--- config.mk ---
export PLATFORM = sky130hd
export DESIGN_NAME = qdec_counter
export DESIGN_NICKNAME = d
export VERILOG_FILES = /design/src/rtl/qdec_pkg.sv /design/src/rtl/qdec_phase_cond.sv /design/src/rtl/qdec_ctrl.sv /design/src/rtl/qdec_datapath.sv /design/src/rtl/qdec_counter.sv
export SDC_FILE = /design/constraint.sdc
export NUM_CORES = 1
export LEC_CHECK = 0
export ABC_AREA = 1
export BUFFER_PORTS_ARGS = -buffer_cell sky130_fd_sc_hd__buf_2
export CELL_PAD_IN_SITES_DETAIL_PLACEMENT = 1
export CELL_PAD_IN_SITES_GLOBAL_PLACEMENT = 1
export CORE_ASPECT_RATIO = 1.5
export CORE_UTILIZATION = 39
export DETAILED_ROUTE_END_ITERATION = 10
export PLACE_DENSITY_LB_ADDON = 0.1
export REMOVE_ABC_BUFFERS = 1
export SYNTH_ARGS = -nofsm -noshare
export SYNTH_HDL_FRONTEND = slang
export SYNTH_SLANG_ARGS = --single-unit
export TNS_END_PERCENT = 1
--- constraint.sdc ---
create_clock -name clk -period 3.64 [get_ports clk]
set_clock_uncertainty 0.1 [all_clocks]
set_input_delay 0.728 -clock clk [delete_from_list [all_inputs] [get_ports clk]]
set_output_delay 0.728 -clock clk [all_outputs]
set_load 0.02 [all_outputs]
--- src/rtl/qdec_pkg.sv ---
package qdec_pkg;
  // Step request from the edge decoder to the position datapath.
  typedef struct packed {
    logic step;   // move the count this cycle
    logic up;     // 1: increment, 0: decrement
  } qdec_step_t;
endpackage

--- src/rtl/qdec_phase_cond.sv ---
module qdec_phase_cond #(
  parameter int SYNC_STAGES = 2,
  parameter int LEN_W       = 4
) (
  input  logic             clk,
  input  logic             rst,
  input  logic             pinIn,
  input  logic             fltEn,
  input  logic [LEN_W-1:0] fltLen,
  input  logic             invert,
  output logic             condOut
);
  localparam int RUN_W = LEN_W + 3;

  logic [SYNC_STAGES-1:0] chain;
  logic                   syncLvl;
  logic                   held;
  logic [RUN_W-1:0]       run;
  logic [RUN_W-1:0]       limit;
  logic                   bypass;
  logic                   filtLvl;

  // Synchronizer chain
  always_ff @(posedge clk) begin
    if (rst) chain <= '0;
    else     chain <= {chain[SYNC_STAGES-2:0], pinIn};
  end
  assign syncLvl = chain[SYNC_STAGES-1];

  // Stability window: 4*L+1 clocks
  assign limit  = {1'b0, fltLen, 2'b00} + RUN_W'(1);
  assign bypass = !fltEn || (fltLen == '0);

  always_ff @(posedge clk) begin
    if (rst) begin
      held <= 1'b0;
      run  <= '0;
    end else if (bypass) begin
      held <= syncLvl;
      run  <= '0;
    end else if (syncLvl == held) begin
      run <= '0;
    end else if (run == limit - RUN_W'(1)) begin
      held <= syncLvl;
      run  <= '0;
    end else begin
      run <= run + RUN_W'(1);
    end
  end

  assign filtLvl = bypass ? syncLvl : held;
  assign condOut = filtLvl ^ invert;
endmodule

--- src/rtl/qdec_ctrl.sv ---
module qdec_ctrl
  import qdec_pkg::*;
(
  input  logic       clk,
  input  logic       rst,
  input  logic       phaseA,
  input  logic       phaseB,
  input  logic       cntDirMode,
  output qdec_step_t strobe
);
  logic       primed;
  logic       prevA;
  logic       prevB;
  logic [1:0] posNew;
  logic [1:0] posOld;
  logic [1:0] delta;

  // Gray position: 00->0, 10->1, 11->2, 01->3
  function automatic logic [1:0] grayPos(input logic a, input logic b);
    return {b, a ^ b};
  endfunction

  always_ff @(posedge clk) begin
    if (rst) begin
      primed <= 1'b0;
      prevA  <= 1'b0;
      prevB  <= 1'b0;
    end else begin
      primed <= 1'b1;
      prevA  <= phaseA;
      prevB  <= phaseB;
    end
  end

  assign posNew = grayPos(phaseA, phaseB);
  assign posOld = grayPos(prevA, prevB);
  assign delta  = posNew - posOld;

  always_comb begin
    strobe = '0;
    if (primed) begin
      if (cntDirMode) begin
        strobe.step = !prevA && phaseA;
        strobe.up   = phaseB;
      end else begin
        // delta 1: forward, 3: backward, 2: illegal double change
        strobe.step = (delta == 2'd1) || (delta == 2'd3);
        strobe.up   = (delta == 2'd1);
      end
    end
  end
endmodule

--- src/rtl/qdec_datapath.sv ---
module qdec_datapath
  import qdec_pkg::*;
#(
  parameter int CNT_W = 16
) (
  input  logic             clk,
  input  logic             rst,
  input  qdec_step_t       strobe,
  input  logic [CNT_W-1:0] initVal,
  input  logic [CNT_W-1:0] modVal,
  output logic [CNT_W-1:0] count,
  output logic             countDir,
  output logic             wrapDir,
  output logic             wrapPulse
);
  logic atTop;
  logic atBottom;

  assign atTop    = (count == modVal);
  assign atBottom = (count == initVal);

  always_ff @(posedge clk) begin
    if (rst) begin
      count     <= initVal;
      countDir  <= 1'b0;
      wrapDir   <= 1'b0;
      wrapPulse <= 1'b0;
    end else begin
      wrapPulse <= 1'b0;
      if (strobe.step) begin
        countDir <= strobe.up;
        if (strobe.up) begin
          if (atTop) begin
            count     <= initVal;
            wrapDir   <= 1'b1;
            wrapPulse <= 1'b1;
          end else begin
            count <= count + CNT_W'(1);
          end
        end else begin
          if (atBottom) begin
            count     <= modVal;
            wrapDir   <= 1'b0;
            wrapPulse <= 1'b1;
          end else begin
            count <= count - CNT_W'(1);
          end
        end
      end
    end
  end
endmodule

--- src/rtl/qdec_counter.sv ---
module qdec_counter
  import qdec_pkg::*;
#(
  parameter int CNT_W       = 16,
  parameter int LEN_W       = 4,
  parameter int SYNC_STAGES = 2
) (
  input  logic             clk,
  input  logic             rst,
  input  logic             phaseAIn,
  input  logic             phaseBIn,
  input  logic             fltEnA,
  input  logic             fltEnB,
  input  logic [LEN_W-1:0] fltLenA,
  input  logic [LEN_W-1:0] fltLenB,
  input  logic             invA,
  input  logic             invB,
  input  logic             cntDirMode,
  input  logic [CNT_W-1:0] initVal,
  input  logic [CNT_W-1:0] modVal,
  output logic [CNT_W-1:0] count,
  output logic             countDir,
  output logic             wrapDir,
  output logic             wrapPulse
);
  localparam int NPH = 2;

  logic [NPH-1:0]            pins;
  logic [NPH-1:0]            enables;
  logic [NPH-1:0]            inverts;
  logic [NPH-1:0][LEN_W-1:0] lengths;
  logic [NPH-1:0]            cond;
  qdec_step_t                strobe;

  assign pins    = {phaseBIn, phaseAIn};
  assign enables = {fltEnB, fltEnA};
  assign inverts = {invB, invA};
  assign lengths = {fltLenB, fltLenA};

  for (genvar p = 0; p < NPH; p++) begin : g_phase
    qdec_phase_cond #(
      .SYNC_STAGES(SYNC_STAGES),
      .LEN_W      (LEN_W)
    ) u_cond (
      .clk    (clk),
      .rst    (rst),
      .pinIn  (pins[p]),
      .fltEn  (enables[p]),
      .fltLen (lengths[p]),
      .invert (inverts[p]),
      .condOut(cond[p])
    );
  end

  qdec_ctrl u_ctrl (
    .clk       (clk),
    .rst       (rst),
    .phaseA    (cond[0]),
    .phaseB    (cond[1]),
    .cntDirMode(cntDirMode),
    .strobe    (strobe)
  );

  qdec_datapath #(.CNT_W(CNT_W)) u_dp (
    .clk      (clk),
    .rst      (rst),
    .strobe   (strobe),
    .initVal  (initVal),
    .modVal   (modVal),
    .count    (count),
    .countDir (countDir),
    .wrapDir  (wrapDir),
    .wrapPulse(wrapPulse)
  );
endmodule

==> results.toml <==
[status]
status = "finished clean"

[global_route]
grt_pass1_vias = 4075
overflow = 0
grt_max_degree = 25
antenna_found_initial = 0
grt.total_usage_pct = 24.6
grt_pass1_wl_mm = 18.7

[sta]
fin_crit_sh_pct = 80.8
slew_headroom_pct = 57.6
fin_tns_setup_ps = 0
drv_slew = 0
min_period_ps = 2940
fmax_mhz = 340
grt_setup_unrepaired = "false"
report.final.hold_viol_count = 0
setup_violations = 0
worst-slew-pin-transition_ps = 636

[layout]
mostFrequentLayoutCells = "nand2_1 (200), inv_1 (71), nor2_1 (69), buf_2 (67), nand3_1 (66)"
antenna_cells = 0
drive_above_1_share_pct = 15.5
nets = 718
final_cells = 775
layout.cells.most_common = "nand2_1"
areaGrowthSynthToFinish_pct = 14.0

[setup_path]
max_stage_delay_ps = 230
crit_path_start_kind = "primary input"
cp_top_family = "simple AND/OR/NAND/NOR gates"
reg2reg_to = "u_dp.count[12]"
endpoint_kind = "flop"
worst_ep_arrival_time_ps = 2880
cp_cell_sequence = "buf_2 -> nor2_1 -> nand2_1 -> nand2_1 -> nand2_1 -> nand3_1 -> nand2_1 -> xor2_1 -> inv_1 -> ha_1 -> o21ai_0 -> a21o_1 -> nand3b_1 -> nand3_1 -> inv_1 -> buf_4 -> nand3_1 -> nand3_1 -> nand2_1"
criticalPathCategory = "primary input to flop"
critPathSlowestCell = "buf_4"
required_ps = 3580
r2r_slack_ps = 1080
worst_r2r_path_depth = 17
crit_fanout = 16
cp_num_buf_inv = 4
path_common_cell = "nand2_1"
regToRegStartpoint = "g_phase[0].u_cond.held"

[power]
power.total_mw = 1.65
power_density_nw_per_um2 = 386
ir_drop_mv = 0.246
leakagePower_nw = 2.17

[cts]
cts_setup_buffers = 0
cts-root-buf = "clkbuf_16"
cts_tree = "done"
cts-buffers-inserted = 5
cts.sinks = 42
cts_hold_buf = 0
clkTransAtPathRegs_ps = 70
cts_buffer_depth = 2
post_cts_resized = 0
htreeDepth = 2
insertion_delay_ps = 290

[synthesis]
postSynth.asyncResetShare_pct = 0
ys_top_cells_by_area = "nand2_1 (20%), dfxtp_1 (14%), edfxtp_1 (13%)"
yosys.area.top_type = "nand2_1"
syn_area_um2 = 3740
synth.top_cell.area_share_pct = 20.0
ys_ff_latch = 42
syn_inst = 603
ys_types = 35
synth_enable_flop_cells = 16
syn_area_per_cell_um2 = 6.21
ys.flop_type = "dfxtp_1"
synth-warning-count = 0
synth_seq_area_share_pct = 26.7

[drt]
drt_iter0_markers = 142
wl_met2_mm = 6.29
highest_layer = "met4"
wl_met3_um = 300
drc = 0
wl_met1_mm = 4.57
routedWlPerCell_um = 14.9
viasPerCell = 5.19
firstDrtPassIters = 4
finalWirelength_mm = 11.5
vias = 4022
ant_nets = 0

[placed_design]
portBuffers = 67
place_inst = 767
gp_congestion = 0.885
dp_hpwl_mm = 9.05

[worst_hold_path]
hold_start = "g_phase[0].u_cond.chain[0]"
hold-path-cell-count = 2
min_to = "g_phase[0].u_cond.chain[1]"
holdCritPathClass = "flop to flop"

[die]
core_um2 = 9310
die_h_um = 122
rows = 43
fp.dieArea_um2 = 10000
start_util_pct = 40.2
ios = 68
die_w_um = 82.0

[flow_run]
maxCapViolations = 0
-- flip-flops by register name, indices dropped and copies added (netlist names) --
| name | cells |
|---|---|
| g_phase.u_cond.chain | 4 |
| g_phase.u_cond.held | 2 |
| g_phase.u_cond.run | 14 |
| u_ctrl.prevA | 1 |
| u_ctrl.prevB | 1 |
| u_ctrl.primed | 1 |
| u_dp.count | 16 |
| u_dp.countDir | 1 |
| u_dp.wrapDir | 1 |
| u_dp.wrapPulse | 1 |
-- cell usage after synthesis, types with 2 or more instances --
| cell type | count |
|---|---|
| nand2_1 | 200 |
| inv_1 | 71 |
| nor2_1 | 69 |
| nand3_1 | 66 |
| xor2_1 | 43 |
| dfxtp_1 | 26 |
| edfxtp_1 | 16 |
| buf_4 | 14 |
| o21ai_1 | 13 |
| a21oi_1 | 9 |
| nor3_1 | 9 |
| inv_2 | 8 |
| xnor2_1 | 8 |
| ha_1 | 7 |
| nand4_1 | 7 |
| clkbuf_1 | 5 |
| o21ai_0 | 5 |
| nor2_2 | 4 |
| a211oi_1 | 2 |
| buf_2 | 2 |
| buf_6 | 2 |
| nand4_2 | 2 |
| o2111ai_1 | 2 |
| o22ai_1 | 2 |
-- logic make-up (layout without fill, tap and decap cells) --
family / Yosys count / after routing / share of synthesized area [%]
buffers and inverters: 104 / 164 / 12.3
flip-flops: 42 / 42 / 26.7
AO/OA/AOI/OAI: 35 / 35 / 5.25
AND/OR/NAND/NOR: 364 / 364 / 41.5
adder cells (fa/ha/maj): 7 / 7 / 2.34
XOR/XNOR: 51 / 51 / 11.9
-- worst max path at each step --
stage	start	cells after the start	to	slack, ps
2_1_floorplan	fltLenB[3]	17	u_dp.count[1]	320
3_3_place_gp	fltLenA[3]	20	u_dp.count[14]	450
3_5_place_dp	fltLenA[3]	20	u_dp.count[12]	370
4_1_cts	fltLenA[3]	20	u_dp.count[12]	670
5_1_grt	fltLenB[3]	19	u_dp.count[12]	370
6_report	fltLenB[1]	19	u_dp.count[12]	700
-- metal layers --
| layer | global-route usage [%] | up-vias |
|---|---|---|
| met5 | 0 | - |
| met4 | 10.5 | 0 |
| met3 | 3.37 | 24 |
| met2 | 46.6 | 73 |
| met1 | 26.0 | 1931 |
| li1 | - | 1994 |
-- area by class of cell --
class | count | area (um2)
repair buffers | 76 | 403
fillers | 1334 | 5040
well taps | 112 | 140
inverters | 80 | 300
clock inverters | 2 | 12.5
flip-flops and latches | 42 | 1000
clock buffers | 6 | 129
multi-input cells | 457 | 2280
-- worst reg2reg max path, delay by kind of cell, from the launching register on --
kind            cells  cell delay [ps]
simple gates        9              850
buf+inv             4              440
flops               1              310
compound gates      2              270
fa+ha+maj           1              200
xor+xnor            1              150
-- metrics by stage --
step	util [%]	hold WS (ps)	instance area [um2]	worst slack [ps]
after floorplan	-	288	3580	315
after CTS	45.9	311	4270	672
after global placement	44.3	292	4130	452
final	45.9	299	4270	699
after detailed placement	44.3	300	4130	368
after global routing	45.9	319	4270	366
-- where the power goes --
group,internal (mW),total [mW],leakage (nW),switching (mW)
Combinational,0.211,0.570,1.73,0.359
Sequential,0.540,0.618,0.374,0.0781
Clock,0.256,0.458,0.0717,0.202
Total,1.01,1.65,2.17,0.639
(Power assumes the default switching activity.)
